--- config.mk ---
export PLATFORM = sky130hd
export DESIGN_NAME = wing_fast_arb
export DESIGN_NICKNAME = d
export VERILOG_FILES = /design/src/rtl/wfa_pkg.sv /design/src/rtl/wfa_slot_bank.sv /design/src/rtl/wfa_prio_matrix.sv /design/src/rtl/wfa_pick.sv /design/src/rtl/wing_fast_arb.sv
export SDC_FILE = /design/constraint.sdc
export NUM_CORES = 1
export LEC_CHECK = 0
export ABC_CLOCK_PERIOD_IN_PS = 2290
export BUFFER_PORTS_ARGS = -buffer_cell sky130_fd_sc_hd__buf_2
export CAP_MARGIN = 20
export CORE_MARGIN = 1
export CORE_UTILIZATION = 36
export CTS_CLUSTER_DIAMETER = 60
export CTS_CLUSTER_SIZE = 10
export DETAILED_ROUTE_END_ITERATION = 10
export PLACE_DENSITY_LB_ADDON = 0.15
export SYNTH_ARGS = -nofsm -noshare
export SYNTH_HDL_FRONTEND = slang
export SYNTH_SLANG_ARGS = --single-unit
--- constraint.sdc ---
create_clock -name clk_i -period 2.29 [get_ports clk_i]
set_input_delay 0.458 -clock clk_i [delete_from_list [all_inputs] [get_ports clk_i]]
set_output_delay 0.458 -clock clk_i [all_outputs]
set_load 0.02 [all_outputs]
--- src/rtl/wfa_pkg.sv ---
package wfa_pkg;
    localparam int unsigned ROUTER_PORTS = 5;
    localparam int unsigned DIR_BITS     = 3;

    function automatic int unsigned cand_count(input int unsigned ports);
        return ports - 1;
    endfunction
endpackage

--- src/rtl/wfa_slot_bank.sv ---
module wfa_slot_bank #(
    parameter int unsigned N_IN    = 4,
    parameter int unsigned DIR_W   = 3,
    parameter int unsigned OUT_IDX = 0
) (
    input  logic               clk_i,
    input  logic               rst_ni,
    input  logic [N_IN-1:0]    arr_vld_i,
    input  logic [N_IN*DIR_W-1:0] arr_dir_i,
    input  logic               out_free_i,
    input  logic [N_IN-1:0]    in_free_i,
    input  logic [N_IN-1:0]    demote_i,
    input  logic [N_IN-1:0]    tail_i,
    input  logic [N_IN-1:0]    gnt_i,
    output logic [N_IN-1:0]    pend_o,
    output logic [N_IN-1:0]    hold_o
);
    typedef struct packed {
        logic [N_IN-1:0] pend;
        logic [N_IN-1:0] hold;
    } slot_t;

    slot_t st_q, st_d;
    logic [N_IN-1:0] claim;

    for (genvar k = 0; k < N_IN; k++) begin : g_claim
        logic dir_hit;
        assign dir_hit  = (arr_dir_i[k*DIR_W +: DIR_W] == DIR_W'(OUT_IDX));
        assign claim[k] = arr_vld_i[k] & dir_hit & out_free_i & in_free_i[k]
                        & ~st_q.pend[k] & ~st_q.hold[k];
    end

    always_comb begin
        st_d = st_q;
        for (int k = 0; k < N_IN; k++) begin
            if (st_q.pend[k]) begin
                st_d.pend[k] = ~gnt_i[k] & ~demote_i[k];
            end else begin
                st_d.pend[k] = claim[k];
            end
            st_d.hold[k] = gnt_i[k] | (st_q.hold[k] & ~tail_i[k]);
        end
    end

    always_ff @(posedge clk_i) begin
        if (!rst_ni) begin
            st_q <= '0;
        end else begin
            st_q <= st_d;
        end
    end

    assign pend_o = st_q.pend;
    assign hold_o = st_q.hold;

    for (genvar k = 0; k < N_IN; k++) begin : g_chk
        // a granted slot streams on the next cycle
        a_r9_hold_after_gnt: assert property (@(posedge clk_i) disable iff (!rst_ni)
            gnt_i[k] |=> hold_o[k]);
        // a claim only appears after a matching arrival on a free path
        a_r2_claim_cause: assert property (@(posedge clk_i) disable iff (!rst_ni)
            (!pend_o[k] ##1 pend_o[k]) |-> $past(arr_vld_i[k] && out_free_i && in_free_i[k]));
        // an ungranted, undemoted claim persists
        a_r6_claim_kept: assert property (@(posedge clk_i) disable iff (!rst_ni)
            (pend_o[k] && !gnt_i[k] && !demote_i[k]) |=> pend_o[k]);
    end
endmodule

--- src/rtl/wfa_prio_matrix.sv ---
module wfa_prio_matrix #(
    parameter int unsigned N_IN = 4
) (
    input  logic            clk_i,
    input  logic            rst_ni,
    input  logic [N_IN-1:0] req_i,
    input  logic [N_IN-1:0] gnt_i,
    output logic [N_IN-1:0] unmasked_o
);
    typedef logic [N_IN-1:0][N_IN-1:0] mat_t;

    mat_t beats_q, beats_d;
    logic [N_IN-1:0] mask;

    always_comb begin
        mask = '0;
        for (int i = 0; i < N_IN; i++) begin
            for (int j = 0; j < N_IN; j++) begin
                if (j != i && req_i[j] && beats_q[j][i]) begin
                    mask[i] = 1'b1;
                end
            end
        end
    end

    assign unmasked_o = req_i & ~mask;

    always_comb begin
        beats_d = beats_q;
        for (int w = 0; w < N_IN; w++) begin
            if (gnt_i[w]) begin
                for (int j = 0; j < N_IN; j++) begin
                    if (j != w) begin
                        beats_d[w][j] = 1'b0;
                        beats_d[j][w] = 1'b1;
                    end
                end
            end
        end
    end

    always_ff @(posedge clk_i) begin
        if (!rst_ni) begin
            for (int i = 0; i < N_IN; i++) begin
                for (int j = 0; j < N_IN; j++) begin
                    beats_q[i][j] <= (i < j);
                end
            end
        end else begin
            beats_q <= beats_d;
        end
    end

    // order only moves on a cycle with a grant
    a_r5_order_still: assert property (@(posedge clk_i) disable iff (!rst_ni)
        (gnt_i == '0) |=> $stable(beats_q));

    for (genvar i = 0; i < N_IN; i++) begin : g_anti
        for (genvar j = i + 1; j < N_IN; j++) begin : g_pair
            // every pair has exactly one winner in the matrix
            a_r4_total_order: assert property (@(posedge clk_i) disable iff (!rst_ni)
                beats_q[i][j] != beats_q[j][i]);
        end
    end
endmodule

--- src/rtl/wfa_pick.sv ---
module wfa_pick #(
    parameter int unsigned N_IN = 4
) (
    input  logic [N_IN-1:0] cand_i,
    input  logic            busy_i,
    output logic [N_IN-1:0] gnt_o
);
    always_comb begin
        gnt_o = '0;
        if (!busy_i) begin
            for (int k = N_IN - 1; k >= 0; k--) begin
                if (cand_i[k]) begin
                    gnt_o = '0;
                    gnt_o[k] = 1'b1;
                end
            end
        end
    end
endmodule

--- src/rtl/wing_fast_arb.sv ---
module wing_fast_arb #(
    parameter int unsigned NUM_PORTS = wfa_pkg::ROUTER_PORTS,
    parameter int unsigned DIR_W     = wfa_pkg::DIR_BITS,
    parameter int unsigned OUT_IDX   = 0,
    localparam int unsigned N_IN     = wfa_pkg::cand_count(NUM_PORTS)
) (
    input  logic                  clk_i,
    input  logic                  rst_ni,
    input  logic [N_IN-1:0]       arr_vld_i,
    input  logic [N_IN*DIR_W-1:0] arr_dir_i,
    input  logic                  out_free_i,
    input  logic [N_IN-1:0]       in_free_i,
    input  logic [N_IN-1:0]       ovc_ok_i,
    input  logic [N_IN-1:0]       demote_i,
    input  logic [N_IN-1:0]       tail_i,
    output logic [N_IN-1:0]       gnt_o,
    output logic                  nvc_block_o,
    output logic [N_IN-1:0]       sw_cancel_o
);
    logic [N_IN-1:0] pend, hold, req, cand, gnt;
    logic            busy;

    wfa_slot_bank #(.N_IN(N_IN), .DIR_W(DIR_W), .OUT_IDX(OUT_IDX)) i_bank (
        .clk_i      (clk_i),
        .rst_ni     (rst_ni),
        .arr_vld_i  (arr_vld_i),
        .arr_dir_i  (arr_dir_i),
        .out_free_i (out_free_i),
        .in_free_i  (in_free_i),
        .demote_i   (demote_i),
        .tail_i     (tail_i),
        .gnt_i      (gnt),
        .pend_o     (pend),
        .hold_o     (hold)
    );

    assign req  = pend & ovc_ok_i;
    assign busy = |hold;

    wfa_prio_matrix #(.N_IN(N_IN)) i_matrix (
        .clk_i      (clk_i),
        .rst_ni     (rst_ni),
        .req_i      (req),
        .gnt_i      (gnt),
        .unmasked_o (cand)
    );

    wfa_pick #(.N_IN(N_IN)) i_pick (
        .cand_i (cand),
        .busy_i (busy),
        .gnt_o  (gnt)
    );

    assign gnt_o       = gnt;
    assign nvc_block_o = |pend;
    assign sw_cancel_o = pend | hold;

    // at most one grant per cycle
    a_r3_onehot: assert property (@(posedge clk_i) disable iff (!rst_ni)
        $onehot0(gnt_o));
    // grant only to a claimed input with its output VC ready
    a_r3_gnt_has_req: assert property (@(posedge clk_i) disable iff (!rst_ni)
        (gnt_o != '0) |-> ((gnt_o & pend & ovc_ok_i) == gnt_o));
    // nothing granted while a packet streams
    a_r10_no_gnt_busy: assert property (@(posedge clk_i) disable iff (!rst_ni)
        (hold != '0) |-> (gnt_o == '0));
endmodule

Word-level counts from Yosys, hierarchy flattened
Cells that the tools add are included.
{"block": "totals", "word_cells": 113, "out_inout_bits": 9, "in_bits": 35, "register_bits": 20}
{"block": "op_classes", "mux": 21, "reduce_logical": 21, "n_bitwise": 57}
{"op": "$and 1x1->1", "n": 28}
{"op": "$not 1->1", "n": 21}
{"op": "$mux 4", "n": 5}
{"op": "$mux 1", "n": 16}
{"op": "$logic_and 1x1->1", "n": 12}
{"op": "$logic_not 3->1", "n": 4}
{"op": "$and 4x4->4", "n": 2}
{"op": "$reduce_or 4->1", "n": 2}
{"op": "$reduce_or 2->1", "n": 3}
{"op": "$not 4->4", "n": 1}
{"op": "$or 1x1->1", "n": 4}
{"op": "$or 4x4->4", "n": 1}

Longest topological paths before layout
{"block": "depth", "ltp_word": 15, "depth_mapped": 6, "depth_no_buf": 5}

Hierarchy
Synthesis repeated with hierarchy kept, for this count alone.
{"block": "hier_totals", "cells_unflattened": 103, "area_unflattened_um2": 914.6}
{"mod": "wfa_prio_matrix", "n_inst": 1, "seq_area_each_um2": 240.2, "cells_per_inst": 52, "area_each_um2": 442.9}
{"mod": "wfa_slot_bank", "n_inst": 1, "seq_area_each_um2": 160.2, "cells_per_inst": 36, "area_each_um2": 355.3}
{"mod": "wing_fast_arb", "n_inst": 1, "seq_area_each_um2": 0.0, "cells_per_inst": 10, "area_each_um2": 66.3}
{"mod": "wfa_pick", "n_inst": 1, "seq_area_each_um2": 0.0, "cells_per_inst": 5, "area_each_um2": 50.0}

Worst setup path after synthesis
OpenSTA, ideal clock, no wires.
{"block": "synth_timing", "kind": "register to output", "startpoint": "register i_bank.st_q, in the netlist i_bank.hold_o[0]", "endpoint": "output port gnt_o[3]", "arrival_time_ns": 1.590, "path_stages_with_launch": 6, "path_buffers": 1, "slack_ns": 0.242, "path_cell_list": "dfxtp_1 -> or4_1 -> buf_2 -> a41oi_4 -> nand4_1 -> inv_1"}
{"block": "synth_via", "elab_chain_cells": 2}
{"item": "start: declaration", "line": "wfa_slot_bank.sv:23", "source": "slot_t st_q, st_d;"}
{"item": "start signal: assignment", "line": "wfa_slot_bank.sv:49", "source": "st_q <= st_d;"}
{"item": "$reduce_or 4->1", "line": "wing_fast_arb.sv:38", "source": "assign busy = |hold;"}
{"item": "$mux 4", "line": "wfa_pick.sv:10", "source": "if (!busy_i) begin"}
{"item": "end: declaration", "line": "wing_fast_arb.sv:16", "source": "output logic [N_IN-1:0] gnt_o,"}
Every way passes these cells.

Worst setup path after layout
Ends and elaborated chain as after synthesis.

==> out/metrics.csv <==
stage,metric,value,unit
critical_path,cp.required,1830,ps
logic_synthesis,synth_simple_gate_area_share,30.12,%
power,powerDensity,448.9,mW/mm²
min_path,holdPathStages,2,
critical_path,worstSetupPathType,reg -> out,
sta,setup_ws,-56.87,ps
critical_path,rrSetupSlack,480,ps
global_route,grt_pass1_vias,890,
clock_network,clk_pin_slew,100,ps
critical_path,cp-start-kind,flop,
critical_path,crit_path_end_kind,output port,
floorplan,rows,18,
critical_path,crit_chain,or4_4 > a41oi_4 > nand4_1 > inv_1 > buf_6,
logic_synthesis,yosysSeqAreaShare,41.72,%
clock_network,clock_latency,300,ps
placement,gp_congestion,0.8754,
logic_synthesis,synth_cell_types,30,
min_path,worstHoldStart,demote_i[1],
min_path,whs_endpoint,i_bank.pend_o[1]$_SDFF_PN0_,
drt,drc_errors,0,
sta,max_slew_margin,72.98,%
critical_path,reg2reg_depth,5,
global_route,grt_use_total,19.03,%
sta,layout_min_cycle_time,2347,ps
critical_path,critPathSlowestCell,or4_4,
drt,first_pass_iters,4,
sta,rsz0062_at_grt,true,
sta,finalSetupTns,-65.80,ps
critical_path,arrival,1890,ps
logic_synthesis,syn-instance-count,109,
floorplan,core,0.002500,mm²
critical_path,cp_max_fo,5,
clock_network,cts_made_buffers,3,
placement,portBuffers,43,
drt,via_per_inst,5.237,
drt,wl_per_cell,13.26,µm
sta,slew_viol_final,0,
global_route,grt_overflow,0,
logic_synthesis,synth_edf_count,0,
outcome,status,"complete, but fails checks",
floorplan,die_y,53.63,µm
sta,fmaxAchievable,426.1,MHz
global_route,grt_pass1_wl,3843,µm
logic_synthesis,ys_warn_count,0,
floorplan,io_pins,44,
sta,fin_hold_ws,319.8,ps
power,seqPwrFrac,57.7,%
min_path,hp-class,in -> reg,
critical_path,startpoint,i_bank.hold_o[0]$_SDFF_PN0_,
finish,nets,200,
drt,vias,1016,
sta,worstMarginPinSlew,402.0,ps
logic_synthesis,synth_area,959.7,µm²
drt,wl,2573,µm
power,p_leak,0.6769,nW
floorplan,die-area,0.002876,mm²
sta,finalClockSkew,2.239,ps
critical_path,path_buf_inv,2,
drt,drtAntennaViolNets,0,
clock_network,clockRootBuffer,clkbuf_4,
logic_synthesis,ys.flop_type,dfxtp_1,
clock_network,clock_sinks,20,
logic_synthesis,synth-adder-area-share,0,%
logic_synthesis,synth.area.mux_share,0,%
sta,setup_viol,2,
power,switching_share,21.45,%
logic_synthesis,synth_top_family_by_area,simple AND/OR/NAND/NOR gates,
global_route,grt_start_max_net_pins,22,
finish,area_growth,41.20,%
finish,drive_gt1_share,43.90,%
global_route,grt_antenna_before_repair,0,
finish,diodes,0,
placement,post-dp-hpwl,1958,µm
outcome,violations,negative setup slack,
sta,hold_violations,0,
power,p_comb_share,9.0,%
drt,drtIter0Drc,16,
clock_network,htreeDepth,1,
logic_synthesis,ys_async_sr_fraction,0,%
critical_path,r2r-start,i_bank.hold_o[0]$_SDFF_PN0_,
critical_path,r2r_end,i_bank.pend_o[3]$_SDFF_PN0_,
critical_path,cp_num_cells,5,
flow_run,drv_cap,0,
critical_path,max_stage_delay,560,ps
floorplan,die_x,53.63,µm
clock_network,cts_hold_buf,0,
power,p_sw,0.0001305,W
logic_synthesis,avgSynthCellArea,8.804,µm²
logic_synthesis,syn-num-nets,144,
clock_network,cts_buffer_depth,2,
power,power_frac_clock,33.3,%
critical_path,cp_top_family,simple AND/OR/NAND/NOR gates,
floorplan,start_util,38.39,%
power,p_int,0.0004778,W
logic_synthesis,ys_ff_latch,20,
power,vdd_drop_max,344.3,µV
logic_synthesis,synth_compound_area_share,24.51,%
logic_synthesis,synth-xor-area-share,0,%
clock_network,cts_tree,yes,
sta,fin_crit_sh,102.5,%
## sequential cells by signal, summed over array words and instances, names as in the netlist
name,cells
i_bank.pend_o,4
i_matrix.beats_q,12
i_bank.hold_o,4
## cells in the final DEF, fill, tap and decap left out, types with 3 or more instances in the layout
cell type,count
o211a_1,3
a31oi_1,3
o21a_1,4
clkbuf_4,3
nand2b_1,4
buf_4,13
nor4_1,3
buf_2,40
nand4_1,3
or2_2,3
inv_1,4
o21ai_0,7
nand2_1,7
a21boi_0,5
and3_1,8
dfxtp_2,3
nand3_1,7
dfxtp_1,17
## cell families after synthesis
logic type | count (synthesis)
AOI/OAI and AO/OA | 30
buffers and inverters | 9
DFF | 20
and+or+nand+nor | 50
## how the worst max path moves through the flow
stage	slack (ps)	to
after CTS	-70	gnt_o[3]
after detailed placement	60	gnt_o[2]
after floorplan	240	gnt_o[3]
after global placement	110	gnt_o[3]
after global routing	-130	gnt_o[3]
final	-60	gnt_o[3]
## final cells by class
type / instances / area (µm²)
Clock buffer: 4 / 36.28
Timing Repair Buffer: 54 / 309.0
Inverter: 6 / 22.52
Sequential cell: 20 / 404.1
Multi-Input combinational cell: 80 / 545.5
Fill cell: 231 / 1145
Tap cell: 30 / 37.54
## power by group through the flow
stage	Combinational, W	Sequential (W)	Clock (W)
2_1_floorplan	0.0000181	0.000359	0
3_3_place_gp	0.0000515	0.000359	0
3_5_place_dp	0.0000524	0.000359	0
4_1_cts	0.0000540	0.000351	0.000208
5_1_grt	0.0000606	0.000352	0.000226
6_report	0.0000547	0.000351	0.000202
## layer usage
layer | GRT usage, % | up-vias | routed length, µm
met3 | 2.825 | 5 | 175
met1 | 24.23 | 450 | 1165
met5 | 0 | - | 0
li1 | - | 522 | -
met2 | 31.25 | 39 | 1185
met4 | 9.211 | 0 | 46
## timing repair
action	4_1_cts	5_1_grt
endpoints found under the setup margin	3	3
pin swaps	2	2
resized for setup	9	5
setup buffers	3	3
## metrics by stage
| step | std cells | area [µm²] | total power, W | util [%] | worst slack [ps] |
|---|---|---|---|---|---|
| finish | 194 | 1355 | 0.0006083 | 54.20 | -56.87 |
| global route | 194 | 1355 | 0.0006385 | 54.20 | -128.4 |
| CTS | 191 | 1318 | 0.0006136 | 52.70 | -69.97 |
| detailed placement | 184 | 1237 | 0.0004117 | 49.50 | 63.99 |
| global placement | 184 | 1237 | 0.0004107 | 49.50 | 108.5 |
| floorplan | 109 | 959.7 | 0.0003767 | - | 242.4 |
## cell usage after synthesis (all sizes together) (2+ instances only)
cell type   n  area share [%]
a31oi       3             2.0
nor2        2            0.78
nor2b       2             1.3
a21boi      5             3.9
nor4        4             2.6
inv         6             2.3
nand2b      4             2.6
o21a        4             3.1
nand4       3             2.0
or2         3             2.0
clkbuf      2            0.78
o21ai       7             3.7
a41oi       2             3.8
o211a       3             3.1
or4         3             2.3
dfxtp      20              42
o31ai       2             1.6
and3        8             5.2
nand3       8             4.2
nand2       8             3.1
nand4b      2             1.8
Note: power is estimated with default switching activity, not from simulation.
